`config.mk`:
```
export PLATFORM = sky130hd
export DESIGN_NAME = seg_lane_router
export DESIGN_NICKNAME = d
export VERILOG_FILES = /design/src/rtl/lrt_pkg.sv /design/src/rtl/lrt_pair_pick.sv /design/src/rtl/lrt_seg_bcast.sv /design/src/rtl/lrt_out_stage.sv /design/src/rtl/seg_lane_router.sv
export SDC_FILE = /design/constraint.sdc
export NUM_CORES = 1
export LEC_CHECK = 0
export ABC_AREA = 1
export BUFFER_PORTS_ARGS = -buffer_cell sky130_fd_sc_hd__buf_2
export CORE_AREA = 2 2 609 611
export DETAILED_ROUTE_END_ITERATION = 7
export DIE_AREA = 0 0 611 613
export GPL_TIMING_DRIVEN = 0
export HOLD_SLACK_MARGIN = 0.12
export PLACE_DENSITY = 0.3
export SETUP_SLACK_MARGIN = 0.2
export SYNTH_ARGS = -nofsm -noshare
export SYNTH_HDL_FRONTEND = slang
export SYNTH_SLANG_ARGS = --single-unit
```
`constraint.sdc`:
```
create_clock -name clk -period 0.8 [get_ports clk]
set_input_delay 0.08 -clock clk [delete_from_list [all_inputs] [get_ports clk]]
set_output_delay 0.08 -clock clk [all_outputs]
set_load 0.05 [all_outputs]
```
`src/rtl/lrt_pkg.sv`:
```
package lrt_pkg;
    localparam int ELEM_W        = 16;
    localparam int LANE_W        = 32;
    localparam int SEG_W         = 128;
    localparam int IDX_W         = 3;
    localparam int LANES_PER_SEG = SEG_W / LANE_W;
    localparam int ELEMS_PER_SEG = SEG_W / ELEM_W;

    typedef logic [ELEM_W-1:0] elem_t;
endpackage

```
`src/rtl/lrt_pair_pick.sv`:
```
module lrt_pair_pick
    import lrt_pkg::*;
#(
    parameter int LANES = 16,
    localparam int IN_W  = 2 * LANES * ELEM_W,
    localparam int OUT_W = LANES * ELEM_W
) (
    input  logic [IN_W-1:0]  src,
    input  logic             odd_sel,
    output logic [OUT_W-1:0] picked
);
    for (genvar e = 0; e < LANES; e++) begin : g_lane
        elem_t even_el;
        elem_t odd_el;
        assign even_el = src[(2*e)*ELEM_W +: ELEM_W];
        assign odd_el  = src[(2*e+1)*ELEM_W +: ELEM_W];
        assign picked[e*ELEM_W +: ELEM_W] = odd_sel ? odd_el : even_el;
    end
endmodule

```
`src/rtl/lrt_seg_bcast.sv`:
```
module lrt_seg_bcast
    import lrt_pkg::*;
#(
    parameter int SEGS = 4,
    localparam int IN_W  = SEGS * SEG_W,
    localparam int OUT_W = SEGS * LANES_PER_SEG * ELEM_W
) (
    input  logic [IN_W-1:0]  src,
    input  logic [IDX_W-1:0] idx,
    output logic [OUT_W-1:0] bcast
);
    for (genvar s = 0; s < SEGS; s++) begin : g_seg
        logic [SEG_W-1:0] seg_slice;
        elem_t            pick;

        assign seg_slice = src[s*SEG_W +: SEG_W];

        always_comb begin
            pick = '0;
            for (int k = 0; k < ELEMS_PER_SEG; k++) begin
                if (idx == k[IDX_W-1:0]) begin
                    pick = seg_slice[k*ELEM_W +: ELEM_W];
                end
            end
        end

        for (genvar l = 0; l < LANES_PER_SEG; l++) begin : g_rep
            assign bcast[(s*LANES_PER_SEG + l)*ELEM_W +: ELEM_W] = pick;
        end
    end
endmodule

```
`src/rtl/lrt_out_stage.sv`:
```
module lrt_out_stage #(
    parameter int W       = 256,
    parameter bit OUT_REG = 1'b1
) (
    input  logic         clk,
    input  logic         rst_n,
    input  logic [W-1:0] d,
    output logic [W-1:0] q
);
    if (OUT_REG) begin : g_reg
        always_ff @(posedge clk or negedge rst_n) begin
            if (!rst_n) begin
                q <= '0;
            end else begin
                q <= d;
            end
        end
    end else begin : g_comb
        assign q = d;
    end
endmodule

```
`src/rtl/seg_lane_router.sv`:
```
module seg_lane_router
    import lrt_pkg::*;
#(
    parameter int VL      = 512,
    parameter bit OUT_REG = 1'b1,
    localparam int LANES  = VL / LANE_W,
    localparam int SEGS   = VL / SEG_W,
    localparam int OUT_W  = LANES * ELEM_W
) (
    input  logic             clk,
    input  logic             rst_n,
    input  logic [VL-1:0]    vec_a,
    input  logic [VL-1:0]    vec_b,
    input  logic [IDX_W-1:0] elem_idx,
    input  logic             odd_sel,
    output logic [OUT_W-1:0] lane_a,
    output logic [OUT_W-1:0] lane_b
);
    if ((VL % SEG_W) != 0 || VL < SEG_W) begin : g_bad_vl
        $error("seg_lane_router: VL must be a positive multiple of 128");
    end

    logic [OUT_W-1:0] pick_a;
    logic [OUT_W-1:0] pick_b;

    lrt_pair_pick #(.LANES(LANES)) u_pair (
        .src     (vec_a),
        .odd_sel (odd_sel),
        .picked  (pick_a)
    );

    lrt_seg_bcast #(.SEGS(SEGS)) u_bcast (
        .src   (vec_b),
        .idx   (elem_idx),
        .bcast (pick_b)
    );

    lrt_out_stage #(.W(OUT_W), .OUT_REG(OUT_REG)) u_out_a (
        .clk   (clk),
        .rst_n (rst_n),
        .d     (pick_a),
        .q     (lane_a)
    );

    lrt_out_stage #(.W(OUT_W), .OUT_REG(OUT_REG)) u_out_b (
        .clk   (clk),
        .rst_n (rst_n),
        .d     (pick_b),
        .q     (lane_b)
    );
endmodule

```
==> flow_summary_export.csv, run 1 <==
group,metric,value,unit
status,outcome,"complete, but fails checks",
status,violations,"negative hold slack, negative setup slack",
cells_and_area,multi_input_area,8000,sq um
setup_path,slowest_delay,0.86,ns
yosys,synthSimpleGateAreaFrac,21.4,%
route,viasPerCell,2.72,
yosys,synth_top_family_by_area,"simple AND/OR/NAND/NOR gates",
yosys,synth.cell_area,16700,sq um
route,drc,0,
power_and_ir_drop,power,0.0849,W
setup_path,path_cells,"buf_12 > nor2_4 > buf_12 > buf_12 > clkbuf_16 > nand3_2 > nand4_1 > clkbuf_16 > nor2_4 > nand4_1",
power_and_ir_drop,pwr-share-comb,45.9,%
setup_path,critPathCaptureType,"flip-flop",
yosys,syn_inst,1673,
min_path,min_path_type,"input port to asynchronous set/reset pin",
placement,place_congestion,0.890,
timing,finalSetupTns,-362.79,ns
grt,grt_antenna_before_repair,137,
clock_network,clk_pin_slew_worst_paths,0.06,ns
power_and_ir_drop,p_int,0.0511,W
setup_path,crit_buf_inv,5,
floorplanning,row_count,223,
route,antenna_left,0,
clock_network,cts.sinks,320,
timing,fmax,390,MHz
cells_and_area,area_growth,205,%
cells_and_area,seqCellArea,8210,sq um
timing,fin_ws,-1.76,ns
grt,grt_overflow_total,0,
power_and_ir_drop,power_leakage,22.3,nW
route,wl_per_cell,26.4,um
setup_path,cp_max_fo,5,
timing,tightestPinTransition,1.17,ns
yosys,syn_area_per_cell,9.98,sq um
yosys,synth_compound_area_share,0,%
route,vias,24618,
floorplanning,die_w,611,um
clock_network,cts_buffer_depth,3,
placement,port_buffers,1540,
clock_network,htreeDepth,2,
setup_path,criticalPathCategory,"input port to flip-flop",
clock_network,cts_root_buf,"clkbuf_16",
yosys,synth_warnings,0,
floorplanning,ioPinCount,1542,
timing,drv_slew,0,
floorplanning,core,368000,sq um
power_and_ir_drop,seqPwrFrac,23.4,%
clock_network,cts_buffers,52,
yosys,synthMuxAreaShare,17.3,%
yosys,synth_top_area_share,48.0,%
floorplanning,dieArea,375000,sq um
clock_network,cts_tree,"yes",
power_and_ir_drop,p_clk_share,30.6,%
setup_path,critPathSlowestCell,"nand4_1",
setup_path,worstPathArrival,2.74,ns
cells_and_area,drive_above_1_share,63.0,%
route,drt_wl_total,239000,um
timing,hold_ws,-0.716,ns
timing,relSlewSlack,21.8,%
yosys,synth_top_cell_by_area,"dfrtp_1",
job,drv_cap,0,
yosys,ys_seq_area_share,48.0,%
grt,first_global_vias,26623,
yosys,synth_fa_ha_area_share,0,%
yosys,synth.distinct_cells,13,
setup_path,required,0.98,ns
power_and_ir_drop,switchingPower,0.0338,W
route,first_pass_iters,5,
yosys,synthXorXnorAreaFrac,0,%
yosys,synthTopCellsByArea,"dfrtp_1 48%, mux2_2 17%, nand4_1 12%",
timing,rsz0062_at_grt,"true",
timing,period_minus_slack,2.56,ns
yosys,ys_ff_latch,320,
cells_and_area,final_nets,5152,
timing,hold_violations,406,
floorplanning,start_util,4.54,%
placement,dpl.hpwl,205000,um
cells_and_area,fill_cells,41635,
grt,grt_max_degree,73,
setup_path,cp_common_cell,"buf_12",
setup_path,cp_top_family,"simple AND/OR/NAND/NOR gates",
timing,min_period_over_period,320,%
grt,grt_use_total,12.2,%
power_and_ir_drop,p_sw_share,39.8,%
power_and_ir_drop,vdd_drop_max,1710,uV
grt,grt_pass1_wl,291000,um
route,dr.first_iter.drc_count,1217,
setup_path,worst_setup_path_start_kind,"input port",
yosys,syn-num-nets,2703,
power_and_ir_drop,powerDensity,1670,nW/um^2
timing,setup_viol,575,
floorplanning,die_h,613,um
## kinds of logic (layout without fill, tap and decap cells)
group                  after synthesis  after routing
muxes                              256            256
DFF                                320            320
other                                0             56
buffers and inverters              388           2881
and+or+nand+nor                    709            709
## worst max-delay path by stage
stage	start	endpoint	slack, ns	depth (start not counted)
floorplan	elem_idx[2]	u_out_b.q[119]$_DFF_PN0_	-0.12	5
global placement	rst_n	u_out_b.q[62]$_DFF_PN0_	-9.57	1
detailed placement	elem_idx[2]	u_out_b.q[243]$_DFF_PN0_	-3.60	8
CTS	elem_idx[0]	u_out_b.q[234]$_DFF_PN0_	-1.86	9
global route	elem_idx[0]	u_out_b.q[243]$_DFF_PN0_	-1.78	9
finish	elem_idx[0]	u_out_b.q[234]$_DFF_PN0_	-1.76	10
## state kept, by name, summed over array words and instances (netlist names)
signal,flops
u_out_a.q,256
u_out_b.q,64
## what timing repair did
item / in CTS / in global routing
gates cloned: 4 / 3
gates resized for setup: 1587 / 175
setup endpoints to repair: 673 / 576
endpoints found under the hold margin: 543 / 533
hold buffers: 725 / 1
pin swaps: 79 / 77
setup buffers: 62 / 46
## routing by layer
metal / share of wire (%) / track usage, % / vias to the layer above / wire length, um
met5: 0.099 / 0 / - / 238
met4: 6.1 / 6.13 / 38 / 14500
met2: 49 / 21.4 / 1438 / 118000
met1: 38 / 13.7 / 12043 / 91500
li1: - / - / 10655 / -
met3: 6.3 / 2.80 / 444 / 15000
## placed cells by master (no fill, tap or decap), drive strengths merged
cell type	instances
buf	1927
dlygate4sd3	725
nand4	320
dfrtp	320
mux2	256
nand2	193
clkbuf	134
nor2	129
inv	70
nand3	64
diode	56
clkinv	14
bufinv	7
nor3	3
bufbuf	2
clkinvlp	1
dlymetal6s4s	1
## power groups by stage
stage / Sequential, W / Combinational (W) / Clock [W]
finish: 0.0199 / 0.0390 / 0.0260
global route: 0.0201 / 0.0405 / 0.0278
CTS: 0.0199 / 0.0392 / 0.0274
detailed placement: 0.0198 / 0.0291 / 0
global placement: 0.0198 / 0.0289 / 0
floorplan: 0.0242 / 0.0122 / 0
## Yosys cell counts
master    number
dfrtp_1      320
buf_1         17
inv_1         64
inv_2          3
buf_4        192
nand3_1       64
nor3_4         3
buf_2         34
clkbuf_1      78
nand2_1      193
nand4_1      320
nor2_1       129
mux2_2       256
## final cells by class
| class | instances | area share, % |
|---|---|---|
| Clock inverter | 25 | 0.794 |
| Antenna cell | 56 | 0.275 |
| Clock buffer | 73 | 2.91 |
| Buffer | 321 | 9.72 |
| Tap cell | 4837 | 11.9 |
| Inverter | 67 | 0.558 |
| Multi-Input combinational cell | 965 | 15.7 |
| Sequential cell | 320 | 16.1 |
| Timing Repair Buffer | 2395 | 42.0 |
## per-stage QoR
step,instances,worst slack [ns],utilization [%],area [sq um]
6_report,9059,-1.76,13.8,50900
5_1_grt,9040,-1.78,13.8,50900
4_1_cts,8953,-1.86,13.5,49800
3_5_place_dp,8064,-3.60,9.36,34400
3_3_place_gp,8050,-9.57,9.26,34100
2_1_floorplan,1673,-0.125,-,20300
Note: power is estimated with default switching activity, not from simulation.
==> run 2: changes to the inputs <==
CELL_PAD_IN_SITES_DETAIL_PLACEMENT = 1   (was default)
CELL_PAD_IN_SITES_GLOBAL_PLACEMENT = 1   (was default)
CORE_AREA = 2 2 602 604   (was 2 2 609 611)
DIE_AREA = 0 0 604 606   (was 0 0 611 613)
==> run 2 against run 1 <==
The run still ends with negative hold slack, negative setup slack left. Fmax is 4.5% lower. Sequential share of layout area is 0.19 points higher. Via count is 0.95% lower. Clock power is 7% higher. First-iteration DRC count is 3.4% lower. Sequential power hardly changed. Hold slack worse by 0.083 ns. Critical path type unchanged.
==> flow_summary_export.csv, run 2 (synthesized netlist as in run 1, its figures left out) <==
group,metric,value,unit
status,outcome,"complete, but fails checks",
status,violations,"negative hold slack, negative setup slack",
clock_network,cts_root_buf,"clkbuf_16",
timing,drv_slew,0,
route,drt_wl_total,247000,um
cells_and_area,final_common_cell,"buf_2",
timing,hold_ws,-0.799,ns
power_and_ir_drop,seqPwrFrac,22.6,%
power_and_ir_drop,p_int,0.0519,W
clock_network,htreeDepth,2,
setup_path,criticalPathCategory,"input port to flip-flop",
power_and_ir_drop,switchingPower,0.0346,W
clock_network,cts.sinks,320,
timing,tightestPinTransition,1.34,ns
power_and_ir_drop,vdd_drop_max,2020,uV
placement,dpl_worst_slack,-3.79,ns
cells_and_area,final_nets,5109,
timing,finalSetupTns,-388.98,ns
setup_path,required,0.91,ns
timing,relSlewSlack,10.7,%
cells_and_area,regMostFlops,"u_out_a.q",
power_and_ir_drop,powerDensity,1720,nW/um^2
timing,min_period_over_period,335,%
timing,setup_viol,576,
power_and_ir_drop,pwr-share-comb,45.3,%
clock_network,cts_buffers,57,
power_and_ir_drop,p_clk_share,32.1,%
setup_path,worstPathArrival,2.80,ns
route,wl_per_cell,27.6,um
floorplanning,start_util,4.63,%
clock_network,cts_tree,"yes",
setup_path,slowest_delay,0.99,ns
power_and_ir_drop,power_leakage,22.0,nW
floorplanning,core,360000,sq um
setup_path,cp_top_family,"simple AND/OR/NAND/NOR gates",
cells_and_area,largest_reg_flops,256,
grt,grt_antenna_before_repair,111,
grt,grt_overflow_total,0,
setup_path,path_cells,"buf_12 > buf_16 > buf_6 > buf_12 > clkbuf_16 > nand4_1 > nand4_1 > clkbuf_16 > nor2_4 > nand4_1",
timing,fin_ws,-1.88,ns
route,antenna_left,0,
placement,place_congestion,0.865,
floorplanning,ioPinCount,1542,
cells_and_area,top_regs,"u_out_a.q x256, u_out_b.q x64",
timing,rsz0062_at_grt,"true",
placement,port_buffers,1540,
min_path,min_path_type,"input port to asynchronous set/reset pin",
grt,grt_max_degree,84,
setup_path,critPathSlowestCell,"nand4_1",
floorplanning,dieArea,366000,sq um
setup_path,worst_setup_path_start_kind,"input port",
setup_path,cp_common_cell,"nand4_1",
job,drv_cap,0,
floorplanning,row_count,221,
timing,fmax,373,MHz
route,drc,0,
grt,grt_use_total,12.9,%
setup_path,critPathCaptureType,"flip-flop",
clock_network,cts_buffer_depth,3,
floorplanning,die_h,606,um
floorplanning,die_w,604,um
cells_and_area,drive_above_1_share,62.2,%
grt,grt_pass1_wl,303000,um
clock_network,clk_pin_slew_worst_paths,0.05,ns
route,viasPerCell,2.73,
placement,dpl.hpwl,211000,um
route,dr.first_iter.drc_count,1176,
timing,period_minus_slack,2.68,ns
setup_path,cp_max_fo,8,
power_and_ir_drop,p_sw_share,40.0,%
cells_and_area,area_growth,201,%
route,vias,24384,
grt,first_global_vias,26700,
cells_and_area,final_cell_mix,"1033 x buf_2, 709 x dlygate4sd3_1, 401 x buf_8",
cells_and_area,fill_cells,41821,
route,first_pass_iters,5,
timing,hold_violations,489,
setup_path,crit_buf_inv,6,
==> run 2: worst max-delay path by stage <==
| stage | start | endpoint | slack (ns) | cells past startpoint |
|---|---|---|---|---|
| after floorplan | elem_idx[2] | u_out_b.q[119]$_DFF_PN0_ | -0.12 | 5 |
| after global placement | rst_n | u_out_b.q[241]$_DFF_PN0_ | -10.33 | 1 |
| after detailed placement | elem_idx[2] | u_out_b.q[244]$_DFF_PN0_ | -3.79 | 8 |
| after CTS | elem_idx[2] | u_out_b.q[244]$_DFF_PN0_ | -2.28 | 8 |
| after global routing | elem_idx[2] | u_out_b.q[189]$_DFF_PN0_ | -2.09 | 8 |
| final | elem_idx[1] | u_out_b.q[245]$_DFF_PN0_ | -1.88 | 10 |
==> run 2: repair_timing <==
item,in CTS,in global routing
gates resized for setup,1511,149
setup buffers,46,33
cloned,0,5
hold endpoints to repair,564,559
setup endpoints to repair,648,674
pin swaps,78,103
hold buffers,708,1
==> run 2: final cells by class <==
cell class                      count  area [sq um]  area share (%)
Antenna cell                       26          65.1           0.130
Buffer                            321          4820            9.60
Clock buffer                       77          1570            3.13
Clock inverter                     30           434           0.865
Inverter                           67           284           0.566
Multi-Input combinational cell    965          7830            15.6
Sequential cell                   320          8190            16.3
Tap cell                         4794          6000            12.0
Timing Repair Buffer             2347         21000            41.8
==> run 2: power by group through the flow <==
stage | clock (W) | sequential [W] | combinational [W]
2_1_floorplan | 0 | 0.0242 | 0.0122
3_3_place_gp | 0 | 0.0198 | 0.0289
3_5_place_dp | 0 | 0.0198 | 0.0292
4_1_cts | 0.0296 | 0.0196 | 0.0394
5_1_grt | 0.0299 | 0.0197 | 0.0408
6_report | 0.0277 | 0.0196 | 0.0392
==> run 2: metrics by stage <==
stage | std cells | hold slack [ns] | cell area (sq um) | power (W) | util, %
3_5_place_dp | 8021 | 0.00474 | 34300 | 0.0490 | 9.53
2_1_floorplan | 1673 | -0.216 | 20300 | 0.0364 | -
5_1_grt | 8929 | -0.852 | 50100 | 0.0904 | 13.9
6_report | 8947 | -0.799 | 50200 | 0.0865 | 13.9
3_3_place_gp | 8007 | 0.297 | 34000 | 0.0488 | 9.44
4_1_cts | 8882 | -0.876 | 49200 | 0.0886 | 13.7
==> run 2: layer usage <==
| metal | routed length [um] | part of all wire (%) | global-route usage [%] | vias to the layer above |
|---|---|---|---|---|
| met5 | 238 | 0.096 | 0 | - |
| met3 | 15900 | 6.4 | 2.97 | 356 |
| met4 | 8950 | 3.6 | 3.49 | 36 |
| met1 | 95200 | 39 | 14.8 | 12148 |
| met2 | 127000 | 51 | 23.8 | 1311 |
| li1 | - | - | - | 10533 |
==> run 3: changes to the inputs <==
ABC_AREA = default   (was 1)
CORE_AREA = 2 2 609 611   (was 2 2 602 604)
DIE_AREA = 0 0 611 613   (was 0 0 604 606)
==> run 3 against run 2 <==
The run still ends with negative hold slack, negative setup slack left. Largest cell class unchanged. Sequential cell count stayed put. Largest power group unchanged. Cell count is 1.4% lower. Hold slack better by 0.044 ns. Area after synthesis grew 6.7%. Count of clock-buffer cells in the layout grew 1. Sequential power barely moved. Via count shrank 6.8%. Critical path depth shrank 7. Highest routed layer unchanged. Routed wire length decreased by 9.5%. Global-route usage decreased by 1.5 points. Combinational power fell by 6.1%. First-iteration DRC count is 48% lower.
==> flow_summary_export.csv, run 3 <==
group,metric,value,unit
yosys,synthTopCellsByArea,"dfrtp_1 45%, mux2_2 16%, buf_4 8.5%",
power_and_ir_drop,power_leakage,21.6,nW
clock_network,clk_pin_slew_worst_paths,0.07,ns
route,top_layer,"met5",
power_and_ir_drop,p_int,0.0503,W
placement,dpl.hpwl,191000,um
yosys,syn_inst,1547,
cells_and_area,multi_input_area,9430,sq um
yosys,ys_async_sr_fraction,100,%
grt,grt_antenna_before_repair,124,
yosys,ys_ff_latch,320,
cells_and_area,stdcell_count,8820,
grt,first_global_vias,25900,
cells_and_area,largest_reg_flops,256,
job,drv_cap,0,
floorplanning,die_w,611,um
grt,grt_use_total,11.5,%
yosys,synth.cell_area,17800,sq um
route,first_pass_iters,6,
setup_path,criticalPathCategory,"flip-flop to output port",
route,met2_length,125000,um
power_and_ir_drop,seqPwrFrac,23.3,%
floorplanning,ioPinCount,1542,
route,antenna_left,0,
route,vias,22723,
setup_path,critPathCaptureType,"output port",
yosys,synth_top_cell_by_area,"dfrtp_1",
clock_network,cts_buffers,55,
power_and_ir_drop,p_sw_share,39.2,%
floorplanning,row_count,223,
cells_and_area,drive_above_1_share,65.4,%
setup_path,cp_max_fo,3,
yosys,synth.distinct_cells,26,
cells_and_area,area_growth,180,%
clock_network,cts_tree,"yes",
power_and_ir_drop,powerDensity,1660,nW/um^2
cells_and_area,seqCellArea,8190,sq um
floorplanning,die_h,613,um
cells_and_area,final_nets,4946,
floorplanning,dieArea,375000,sq um
timing,setup_viol,575,
yosys,ys_top_cells_by_count,"320 x dfrtp_1, 256 x mux2_2, 201 x buf_4",
clock_network,cts_buffer_depth,3,
cells_and_area,final_cell_mix,"1034 x buf_2, 681 x dlygate4sd3_1, 451 x buf_6",
floorplanning,start_util,4.84,%
cells_and_area,fin_area,49900,sq um
route,dr.first_iter.drc_count,609,
setup_path,worst_setup_path_start_kind,"flip-flop",
timing,hold_violations,461,
yosys,synth_edf_count,0,
power_and_ir_drop,pwr-share-comb,44.4,%
cells_and_area,fill_cells,42721,
cells_and_area,top_regs,"u_out_a.q x256, u_out_b.q x64",
clock_network,cts.sinks,320,
placement,placed_cell_area,33600,sq um
yosys,synth_ff_type,"dfrtp_1",
timing,finalSetupTns,-341.90,ns
grt,grt_overflow_total,0,
status,outcome,"complete, but fails checks",
status,violations,"negative hold slack, negative setup slack",
yosys,synth_warnings,0,
timing,tightestPinTransition,0.903,ns
timing,hold_ws,-0.755,ns
route,met3_length,15300,um
timing,drv_slew,0,
min_path,min_path_type,"input port to asynchronous set/reset pin",
placement,dpl_worst_slack,-2.42,ns
route,drt_wl_total,224000,um
grt,grt_pass1_wl,277000,um
power_and_ir_drop,switchingPower,0.0325,W
timing,fmax,593,MHz
placement,port_buffers,1538,
timing,fin_ws,-0.887,ns
setup_path,required,0.72,ns
timing,relSlewSlack,39.8,%
cells_and_area,regMostFlops,"u_out_a.q",
floorplanning,core,368000,sq um
clock_network,cts_root_buf,"clkbuf_16",
route,wl_met1,76400,um
route,viasPerCell,2.58,
grt,grt_max_degree,89,
cells_and_area,final_common_cell,"buf_2",
setup_path,worstPathArrival,1.61,ns
yosys,synth.most_common_cell,"dfrtp_1",
yosys,syn_area_per_cell,11.5,sq um
route,drc,0,
timing,rsz0062_at_grt,"true",
power_and_ir_drop,vdd_drop_max,1910,uV
yosys,ys_seq_area_share,45.0,%
yosys,syn-num-nets,2577,
placement,place_inst,7926,
placement,place_congestion,0.826,
route,wl_per_cell,25.4,um
timing,period_minus_slack,1.69,ns
yosys,synth_top_area_share,45.0,%
clock_network,htreeDepth,2,
power_and_ir_drop,p_clk_share,32.3,%
timing,min_period_over_period,211,%
cells_and_area,fin_util,13.6,%
## run 3: final timing paths
| kind | start | to | slack, ns | cells past startpoint |
|---|---|---|---|---|
| worst max-delay path | u_out_b.q[187]$_DFF_PN0_ | lane_b[171] | -0.89 | 3 |
| worst min-delay path | rst_n | u_out_a.q[94]$_DFF_PN0_ | -0.76 | 1 |
| min in group clk | odd_sel | u_out_a.q[15]$_DFF_PN0_ | -0.25 | 2 |
| max in group asynchronous | rst_n | u_out_a.q[143]$_DFF_PN0_ | 0.42 | 3 |
## run 3: layout make-up
type	instances	area share (%)
multi-input combinational	913	18.9
sequential	320	16.4
clock inverter	25	0.694
timing repair buffer	2312	40.3
buffer	314	8.31
antenna	21	0.105
clock buffer	78	3.21
tap	4837	12.1
## run 3: per-stage QoR
step	hold slack [ns]	total power, W
4_1_cts	-0.874	0.0851
5_1_grt	-0.808	0.0870
3_5_place_dp	0.0297	0.0461
3_3_place_gp	0.311	0.0461
6_report	-0.755	0.0828
2_1_floorplan	-0.216	0.0348
## run 3: routing by layer
metal	global-route usage, %	up-vias
li1	-	10130
met1	11.4	11181
met2	22.9	1052
met4	2.70	42
met5	0	-
met3	3.46	318
## run 3: kinds of logic after synthesis
logic type	count (synthesis)	synth area share, %
AOI/OAI and AO/OA	320	14.0
buffers and inverters	314	12.4
DFF	320	45.0
muxes	384	23.4
and+or+nand+nor	209	5.28
## run 3: power by group through the flow
stage | clock (W) | sequential (W) | combinational (W)
after detailed placement | 0 | 0.0192 | 0.0269
after global routing | 0.0290 | 0.0195 | 0.0385
final | 0.0267 | 0.0193 | 0.0368
after global placement | 0 | 0.0193 | 0.0268
after CTS | 0.0287 | 0.0194 | 0.0370
after floorplan | 0 | 0.0236 | 0.0111
## run 3: repair_timing
item | 4_1_cts | 5_1_grt
setup buffers | 64 | 22
pin swaps | 49 | 34
endpoints found under the hold margin | 542 | 596
gates resized for setup | 1751 | 137
hold buffers | 671 | 10
cloned | 2 | 1
endpoints found under the setup margin | 617 | 589
## run 3: worst max-delay path: stages, from the launching register on
cell     delay (ns)
dfrtp_4        0.48
buf_12         0.15
buf_6          0.13
buf_8          0.14
